[config.mk]
export PLATFORM = sky130hd
export DESIGN_NAME = zhb_unit
export DESIGN_NICKNAME = d
export VERILOG_FILES = /design/src/rtl/zhb_pkg.sv /design/src/rtl/zhb_keep_mask.sv /design/src/rtl/zhb_flag_gen.sv /design/src/rtl/zhb_out_stage.sv /design/src/rtl/zhb_unit.sv
export SDC_FILE = /design/constraint.sdc
export NUM_CORES = 1
export LEC_CHECK = 0
export ABC_AREA = 1
export BUFFER_PORTS_ARGS = -buffer_cell sky130_fd_sc_hd__buf_2
export CORE_MARGIN = 3
export CORE_UTILIZATION = 35
export CTS_CLUSTER_DIAMETER = 200
export DETAILED_ROUTE_END_ITERATION = 12
export PLACE_DENSITY = 0.64
export SYNTH_ARGS = -nofsm -noshare
export SYNTH_HDL_FRONTEND = slang
export SYNTH_SLANG_ARGS = --single-unit
[constraint.sdc]
create_clock -name clk -period 1.2 [get_ports clk]
set_input_delay 0.24 -clock clk [delete_from_list [all_inputs] [get_ports clk]]
set_output_delay 0.24 -clock clk [all_outputs]
set_load 0.02 [all_outputs]
[src/rtl/zhb_pkg.sv]
package zhb_pkg;
   typedef struct packed {
      logic zero;
      logic sign;
      logic carry;
      logic ovf;
   } zhb_flags_t;

   localparam int ZHB_FLAG_W = 4;
endpackage

[src/rtl/zhb_keep_mask.sv]
module zhb_keep_mask #(
   parameter int WIDE_W   = 64,
   parameter int NARROW_W = 32,
   parameter int IDX_BITS = 8
) (
   input  logic                wide_mode,
   input  logic [IDX_BITS-1:0] bit_pos,
   output logic [WIDE_W-1:0]   keep_mask,
   output logic                saturated
);
   localparam int CMP_W = IDX_BITS + 1;

   logic [CMP_W-1:0] pos_ext;
   logic [CMP_W-1:0] span;

   assign pos_ext = {1'b0, bit_pos};
   assign span    = wide_mode ? CMP_W'(WIDE_W) : CMP_W'(NARROW_W);
   assign saturated = (pos_ext >= span);

   for (genvar b = 0; b < WIDE_W; b++) begin : g_bit
      if (b < NARROW_W) begin : g_low
         assign keep_mask[b] = (pos_ext > CMP_W'(b));
      end else begin : g_high
         assign keep_mask[b] = wide_mode && (pos_ext > CMP_W'(b));
      end
   end
endmodule

[src/rtl/zhb_flag_gen.sv]
module zhb_flag_gen
   import zhb_pkg::*;
#(
   parameter int WIDE_W   = 64,
   parameter int NARROW_W = 32
) (
   input  logic              wide_mode,
   input  logic [WIDE_W-1:0] result,
   input  logic              saturated,
   output zhb_flags_t        flags
);
   always_comb begin
      flags.zero  = ~|result;
      flags.sign  = wide_mode ? result[WIDE_W-1] : result[NARROW_W-1];
      flags.carry = saturated;
      flags.ovf   = 1'b0;
   end
endmodule

[src/rtl/zhb_out_stage.sv]
module zhb_out_stage
   import zhb_pkg::*;
#(
   parameter int WIDE_W  = 64,
   parameter bit OUT_REG = 1'b1
) (
   input  logic              clk,
   input  logic              rst_n,
   input  logic [WIDE_W-1:0] d_res,
   input  zhb_flags_t        d_flags,
   output logic [WIDE_W-1:0] q_res,
   output zhb_flags_t        q_flags
);
   if (OUT_REG) begin : g_reg
      always_ff @(posedge clk or negedge rst_n) begin
         if (!rst_n) begin
            q_res   <= '0;
            q_flags <= '0;
         end else begin
            q_res   <= d_res;
            q_flags <= d_flags;
         end
      end
   end else begin : g_comb
      logic unused_clk_rst;
      assign unused_clk_rst = clk ^ rst_n;
      assign q_res   = d_res;
      assign q_flags = d_flags;
   end
endmodule

[src/rtl/zhb_unit.sv]
module zhb_unit
   import zhb_pkg::*;
#(
   parameter int WIDE_W   = 64,
   parameter int NARROW_W = 32,
   parameter int IDX_BITS = 8,
   parameter bit OUT_REG  = 1'b1
) (
   input  logic              clk,
   input  logic              rst_n,
   input  logic              wide_mode,
   input  logic [WIDE_W-1:0] src_word,
   input  logic [WIDE_W-1:0] idx_word,
   output logic [WIDE_W-1:0] res_word,
   output logic              flag_zero,
   output logic              flag_sign,
   output logic              flag_carry,
   output logic              flag_ovf
);
   if (NARROW_W >= WIDE_W) begin : g_bad_narrow
      $error("zhb_unit: NARROW_W must be below WIDE_W");
   end
   if (IDX_BITS >= WIDE_W) begin : g_bad_idx
      $error("zhb_unit: IDX_BITS must be below WIDE_W");
   end
   if ((1 << IDX_BITS) <= WIDE_W) begin : g_bad_range
      $error("zhb_unit: IDX_BITS too narrow to reach the full width");
   end

   logic [IDX_BITS-1:0] bit_pos;
   logic                unused_idx_hi;
   logic [WIDE_W-1:0]   keep_mask;
   logic                saturated;
   logic [WIDE_W-1:0]   cleared;
   zhb_flags_t          flags_d;
   zhb_flags_t          flags_q;

   assign bit_pos       = idx_word[IDX_BITS-1:0];
   assign unused_idx_hi = ^idx_word[WIDE_W-1:IDX_BITS];

   zhb_keep_mask #(
      .WIDE_W   (WIDE_W),
      .NARROW_W (NARROW_W),
      .IDX_BITS (IDX_BITS)
   ) u_mask (
      .wide_mode (wide_mode),
      .bit_pos   (bit_pos),
      .keep_mask (keep_mask),
      .saturated (saturated)
   );

   assign cleared = src_word & keep_mask;

   zhb_flag_gen #(
      .WIDE_W   (WIDE_W),
      .NARROW_W (NARROW_W)
   ) u_flags (
      .wide_mode (wide_mode),
      .result    (cleared),
      .saturated (saturated),
      .flags     (flags_d)
   );

   zhb_out_stage #(
      .WIDE_W  (WIDE_W),
      .OUT_REG (OUT_REG)
   ) u_out (
      .clk     (clk),
      .rst_n   (rst_n),
      .d_res   (cleared),
      .d_flags (flags_d),
      .q_res   (res_word),
      .q_flags (flags_q)
   );

   assign flag_zero  = flags_q.zero;
   assign flag_sign  = flags_q.sign;
   assign flag_carry = flags_q.carry;
   assign flag_ovf   = flags_q.ovf;
endmodule

==> metrics.md, run 1 <==
| Metric | Value |
|---|---|
| Outcome | `complete, but fails checks` |
| Failing checks | `setup timing` |
| Routed wl met3 | `between 400 and 500 microns` |
| Pin count of the biggest net entering global routing | `68` |
| Warning count from the yosys run | `0` |
| Synth async-reset ratio | `1.00` |
| Vias per cell | `4.44` |
| Initial antenna violation count | `0` |
| Commonest cells in the netlist | `nand2_1, inv_1, dfrtp_1` |
| CP required | `between 1000 and 1500 ps` |
| Post-DP HPWL | `9310 microns` |
| First-pass GRT wire length | `approximately 19000 microns` |
| Antenna-violating nets left | `0` |
| Leakage | `between 0.003 and 0.004 uW` |
| Max incr delay on CP | `between 150 and 200 ps` |
| DR pass1 iterations | `4` |
| Adder-cell share of the synthesized area | `0.00747` |
| Final instance area | `slightly below 6000 sq um` |
| Multi-input gate area | `~1500 sq um` |
| Cell Chain, Critical Path | `buf_12 > nor2_4 > buf_6 > inv_2 > nor2_4 > buf_12 > nand2_2 > nand2_2 > nand2_1 > nor2_1 > nand2_1 > nor2_2 > nand2_1 > nor2_1` |
| GRT Residual Overflow | `0` |
| Buffers on Ports | `roughly 140` |
| Die H | `between 100 and 150 microns` |
| Compound-Gate Fraction of Synth Area | `0.0441` |
| Synth Net Count | `approximately 600` |
| Proportion of layout cells with a drive suffix above 1 | `0.505` |
| Period minus WS final | `roughly 1300 ps` |
| Overall die width | `104 microns` |
| FF+latch count, synth | `between 60 and 70` |
| Mux share of post-synthesis cell area | `0` |
| TritonCTS Buffers | `9` |
| Final Cycle Share | `1.12` |
| Min-Delay Path Class | `input port to register` |
| Yosys cell types | `24` |
| Setup violators final | `1` |
| Post-Synthesis Cells | `450` |
| Initial Utilization | `0.361` |
| I/O Pins | `a little under 200` |
| Count leader, synth | `nand2_1` |
| Number of synthesized flops with an enable pin | `0` |
| Kind of critical path | `input port to register` |
| # rows | `35` |
| Seq. cell area | `between 1500 and 2000 sq um` |
| Vias in the first global route | `roughly 3900` |
| Synth Area in Simple Gates | `0.328` |
| VDD IR-drop max | `between 0.0005 and 0.0006 V` |
| N_diodes | `0` |
| M1 WL | `5150 microns` |
| Routability Congestion | `about 0.94` |
| Core footprint | `between 9000 and 10000 sq um` |
| Drt wl/cell | `around 14 microns` |
| Clock Path Buffers | `2` |
| CTS tree | `built` |
| Main combinational cell family by area after synthesis | `simple AND/OR/NAND/NOR gates` |
| Worst Setup End Kind | `register` |
| CP most frequent cell | `nand2_1` |
| Final nets | `approximately 870` |
| Post-DP Area | `between 5000 and 6000 sq um` |
| P per Cell Area | `978 nW/um^2` |
| Slew Viols, Final | `0` |
| Cell taking the most area after synthesis | `dfrtp_1` |
| Critical path arrival | `~1600 ps` |
| Clock slew at reported path FFs | `about 90 ps` |
| Fin. Hold Viols | `0` |
| Fmax | `approximately 0.75 GHz` |
| Max cap viols | `0` |
| DR iter-0 viols | `93` |
| Routed Wire Length | `~12000 microns` |
| Htree depth | `3` |
| Post-Synth XOR/XNOR Area | `0` |
| Total die area | `around 11000 sq um` |
| Clk sinks | `67` |
| GRT Util Overall | `0.218` |
| Top_reg_cell synth | `dfrtp_1` |
| Clock root cell | `clkbuf_8` |
| Mapped cell area | `about 3400 sq um` |
| Top sig layer | `met4` |
| Mean Syn Cell Area | `7.45 sq um` |
| Routed wl met2 | `around 6000 microns` |
| CP Launch Type | `input port` |
| Via count | `slightly below 4000` |
| Area Growth Syn to Fin | `72.5%` |
| RSZ-0062 raised after global routing | `yes` |
| Most area-consuming cells after synthesis | `dfrtp_1, nand2_1, inv_1, nand3_1, nor2_1` |
| Top-area cell type share of the netlist area | `0.500` |
| Sequential area share after synthesis | `0.500` |
| Non-filler instance count after layout | `~870` |
| CP max FO | `4` |
| # fillers | `~900` |
| CP max-delay cell | `nor2_4` |
| Setup WS post-layout | `-140 ps` |
| Drt drc | `0` |
| Placed cell count | `830` |
cells by family after synthesis:
logic type | after synthesis
DFF | 67
AOI/OAI and AO/OA | 27
and+or+nand+nor | 252
other | 1
buffers and inverters | 101
adders and majority gates | 2
area by class of cell:
| type | instances | share of cell area |
|---|---|---|
| Tap cell | 129 | 0.0279 |
| Clock inverter | 6 | 0.00714 |
| Multi-Input combinational cell | 282 | 0.258 |
| Sequential cell | 67 | 0.290 |
| Clock buffer | 10 | 0.0238 |
| Inverter | 90 | 0.0606 |
| Timing Repair Buffer | 282 | 0.332 |
where the power goes:
| group | switching [uW] | leakage (uW) | internal [uW] | total (uW) |
|---|---|---|---|---|
| Combinational | 806 | 0.00253 | 678 | 1480 |
| Sequential | 28.5 | 0.000835 | 2380 | 2410 |
| Clock | 952 | 0.0000843 | 802 | 1750 |
worst max-delay path, delay by kind of cell:
kind	cells	cell delay, ps
buf+inv	4	410
simple gates	10	960
per-layer routing:
metal,GRT usage,vias up
li1,-,1911
met1,0.279,1825
met4,0.0503,0
met5,0,-
met3,0.0405,7
met2,0.382,99
registers in the layout, summed over array words and instances (netlist names):
register,count
u_out.q_flags,3
u_out.q_res,64
worst paths after layout:
path,start,to,slack (ps),depth (start not counted)
worst max-delay path,idx_word[6],u_out.q_flags[3]$_DFF_PN0_,-140,14
min in group asynchronous,rst_n,u_out.q_res[53]$_DFF_PN0_,440,3
max in group asynchronous,rst_n,u_out.q_res[7]$_DFF_PN0_,470,3
worst min-delay path,src_word[12],u_out.q_res[12]$_DFF_PN0_,100,3
placed cells by master, fill, tap and decap left out, types with 4 or more instances in the layout:
cell	count
nor2_2	9
nand2_2	18
buf_2	134
o21ai_2	6
clkbuf_8	10
dfrtp_1	67
o21ai_0	10
inv_4	5
inv_1	76
nand2_1	124
nand2_4	10
nand3b_1	4
nand3_1	36
buf_6	22
nor2_1	33
buf_4	120
nor2_4	11
inv_2	9
per-stage QoR:
stage	total power, uW	setup TNS (ps)	worst slack [ps]	hold WS (ps)	utilization
2_1_floorplan	3070	-67.4	-67.4	-55.6	-
3_3_place_gp	3770	-9190	-727	272	0.554
3_5_place_dp	3790	-8880	-688	286	0.554
4_1_cts	5620	-138	-118	86.9	0.599
5_1_grt	5940	-257	-185	103	0.623
6_report	5650	-140	-140	103	0.623
what timing repair did:
| item | 4_1_cts | 5_1_grt |
|---|---|---|
| hold buffers | 1 | 0 |
| pin swaps | 14 | 34 |
| resized for setup | 35 | 55 |
| hold endpoints to repair | 67 | 0 |
| setup buffers | 15 | 4 |
| gates cloned | 0 | 0 |
| setup endpoints to repair | 1 | 2 |
No activity file was read; power rests on OpenSTA's default activity.
==> run 2, diff against run 1 <==
--- a/config.mk
+++ b/config.mk
@@ -6,12 +6,12 @@
 export NUM_CORES = 1
 export LEC_CHECK = 0
 export ABC_AREA = 1
-export BUFFER_PORTS_ARGS = -buffer_cell sky130_fd_sc_hd__buf_2
 export CORE_MARGIN = 3
 export CORE_UTILIZATION = 35
 export CTS_CLUSTER_DIAMETER = 200
 export DETAILED_ROUTE_END_ITERATION = 12
-export PLACE_DENSITY = 0.64
+export DONT_BUFFER_PORTS = 1
+export PLACE_DENSITY = 0.46
 export SYNTH_ARGS = -nofsm -noshare
 export SYNTH_HDL_FRONTEND = slang
 export SYNTH_SLANG_ARGS = --single-unit
==> metrics.md, run 2 (synthesis gave the netlist of run 1 again) <==
| Metric | Value |
|---|---|
| Most flops, register | `u_out.q_res` |
| Worst Setup End Kind | `register` |
| TNS Setup | `-18.7 ps (+121 ps)` |
| TritonCTS Buffers | `9 (unchanged)` |
| Drt wl/cell | `15.2 microns (+12%)` |
| Overall power | `5050 uW (-11%)` |
| CP max FO | `4 (unchanged)` |
| Max incr delay on CP | `160 ps (about the same)` |
| I/O Pins | `199 (unchanged)` |
| Seq. cell area | `1680 sq um (unchanged)` |
| Initial antenna violation count | `0 (unchanged)` |
| Crit path buf inv count | `3 (-1)` |
| Leakage | `0.00269 uW (-22%)` |
| CTS tree | `built` |
| GRT Util Overall | `0.201 (-0.0170)` |
| Slew Viols, Final | `0 (unchanged)` |
| Post-DP Area | `4290 sq um (-17%)` |
| # rows | `35 (unchanged)` |
| Max FFs per register | `64 (unchanged)` |
| Setup violators final | `1 (unchanged)` |
| Setup WS post-layout | `-18.7 ps (+121 ps)` |
| VDD IR-drop max | `0.000426 V (-22%)` |
| Via count | `3138 (-18%)` |
| DR iter-0 viols | `78 (-16%)` |
| Top flop regs | `u_out.q_res x64, u_out.q_flags x3` |
| Period minus WS final | `1220 ps (-121 ps)` |
| GRT Residual Overflow | `0 (unchanged)` |
| Pin count of the biggest net entering global routing | `68 (unchanged)` |
| First-pass GRT wire length | `17000 microns (-9.4%)` |
| Outcome | `complete, but fails checks` |
| Most frequent cells in the layout | `nand2_1, buf_4, inv_1` |
| DR pass1 iterations | `4 (unchanged)` |
| # fillers | `962 (+5.0%)` |
| Initial Utilization | `0.361 (unchanged)` |
| N_diodes | `0 (unchanged)` |
| Vias per cell | `4.46 (+0.61%)` |
| Placed cell count | `671 (-19%)` |
| Drt drc | `0 (unchanged)` |
| Clock Path Buffers | `2 (unchanged)` |
| Top delay family on crit path | `simple AND/OR/NAND/NOR gates` |
| Fin. Hold Viols | `67 (+67)` |
| RSZ-0062 raised after global routing | `yes` |
| Non-filler instance count after layout | `703 (-19%)` |
| Crit path to | `u_out.q_flags[3]$_DFF_PN0_` |
| Clock root cell | `clkbuf_8` |
| Htree depth | `3 (unchanged)` |
| Count of hold-fix buffers inserted at cts | `2 (+1)` |
| Overall die width | `104 microns (unchanged)` |
| Routed Wire Length | `10700 microns (-9.4%)` |
| Die H | `104 microns (unchanged)` |
| Fmax | `0.821 GHz (+9.9%)` |
| Cell Chain, Critical Path | `inv_4 > buf_6 > nand2_4 > buf_6 > nor2_4 > nand2_2 > nand3b_1 > nand2_1 > nor2_1 > nand2_1 > nor2_2 > nand2_2 > nor2_1` |
| CP Launch Type | `input port` |
| CP max-delay cell | `nor2_2` |
| Area Growth Syn to Fin | `42.2%` |
| Crit. path cell count | `13 (-1)` |
| Total die area | `10800 sq um (unchanged)` |
| Buffers on Ports | `0 (-100%)` |
| Min-Delay Path Class | `input port to async pin` |
| Final nets | `703 (-19%)` |
| Kind of critical path | `input port to register` |
| CP startpoint | `idx_word[6]` |
| Most common cell after layout, fill and taps aside | `nand2_1` |
| Clock slew at reported path FFs | `70 ps (-20 ps)` |
| Final instance area | `4760 sq um (-18%)` |
| Worst hold margin | `-406 ps (-509 ps)` |
| Clk sinks | `67 (unchanged)` |
| Antenna-violating nets left | `0 (unchanged)` |
| Multi-input gate area | `1440 sq um (-3.3%)` |
| P per Cell Area | `1060 nW/um^2 (+8.4%)` |
| Core footprint | `9280 sq um (unchanged)` |
| Failing checks | `hold timing, setup timing` |
| CP required | `1460 ps (about the same)` |
| Vias in the first global route | `3390 (-13%)` |
| Max cap viols | `0 (unchanged)` |
| Final Cycle Share | `1.02 (-0.101)` |
| Post-DP HPWL | `8310 microns (-11%)` |
| Critical path arrival | `1480 ps (-130 ps)` |
| Routability Congestion | `0.879 (-6.0%)` |
| Proportion of layout cells with a drive suffix above 1 | `0.338 (-0.167)` |
==> run 2: changes by cell type in the layout (fill, tap and decap cells not counted), moves of 3 or more <==
cell	delta
buf_2	-134
buf_6	-14
buf_4	-12
nand2_2	-4
nand2_1	+9
nand2_4	-5
inv_2	-3
==> run 2: per-layer routing <==
layer	up-vias	global-route usage	wire, microns
li1	1583	-	-
met1	1467	0.252	4560
met2	81	0.337	5330
met3	7	0.0598	702
met4	0	0.0551	92
met5	-	0	0
==> run 2: final cells by class <==
type / count / area share
multi-input combinational: 282 / 0.303
clock buffer: 12 / 0.0305
tap: 129 / 0.0339
clock inverter: 3 / 0.00315
inverter: 90 / 0.0769
sequential: 67 / 0.352
timing repair buffer: 120 / 0.201
==> run 2: where the power goes <==
part / leakage (uW) / switching (uW) / total (uW) / internal (uW)
Combinational: 0.00177 / 409 / 834 / 426
Clock: 0.0000860 / 818 / 1600 / 786
Sequential: 0.000835 / 220 / 2610 / 2390
==> run 2: timing repair <==
item,in CTS,in global routing
hold endpoints to repair,69,67
gates resized for setup,16,35
setup buffers,11,6
pin swaps,12,31
endpoints found under the setup margin,1,2
==> run 2: stage by stage <==
step	util	hold WS (ps)	setup slack, ps
after floorplan	-	-55.6	-67.4
after global placement	0.462	-53.7	-519
after CTS	0.496	-430	3.70
final	0.513	-406	-18.7
after detailed placement	0.462	-53.5	-514
after global routing	0.513	-433	-58.9
==> run 2: worst min path at each step <==
stage                                  to  cells past startpoint  slack, ps   from
2_1_floorplan  u_out.q_flags[1]$_DFF_PN0_                      0        -60  rst_n
3_3_place_gp    u_out.q_res[21]$_DFF_PN0_                      0        -50  rst_n
3_5_place_dp    u_out.q_res[22]$_DFF_PN0_                      0        -50  rst_n
4_1_cts         u_out.q_res[12]$_DFF_PN0_                      0       -430  rst_n
5_1_grt         u_out.q_res[20]$_DFF_PN0_                      0       -430  rst_n
6_report       u_out.q_flags[1]$_DFF_PN0_                      0       -410  rst_n
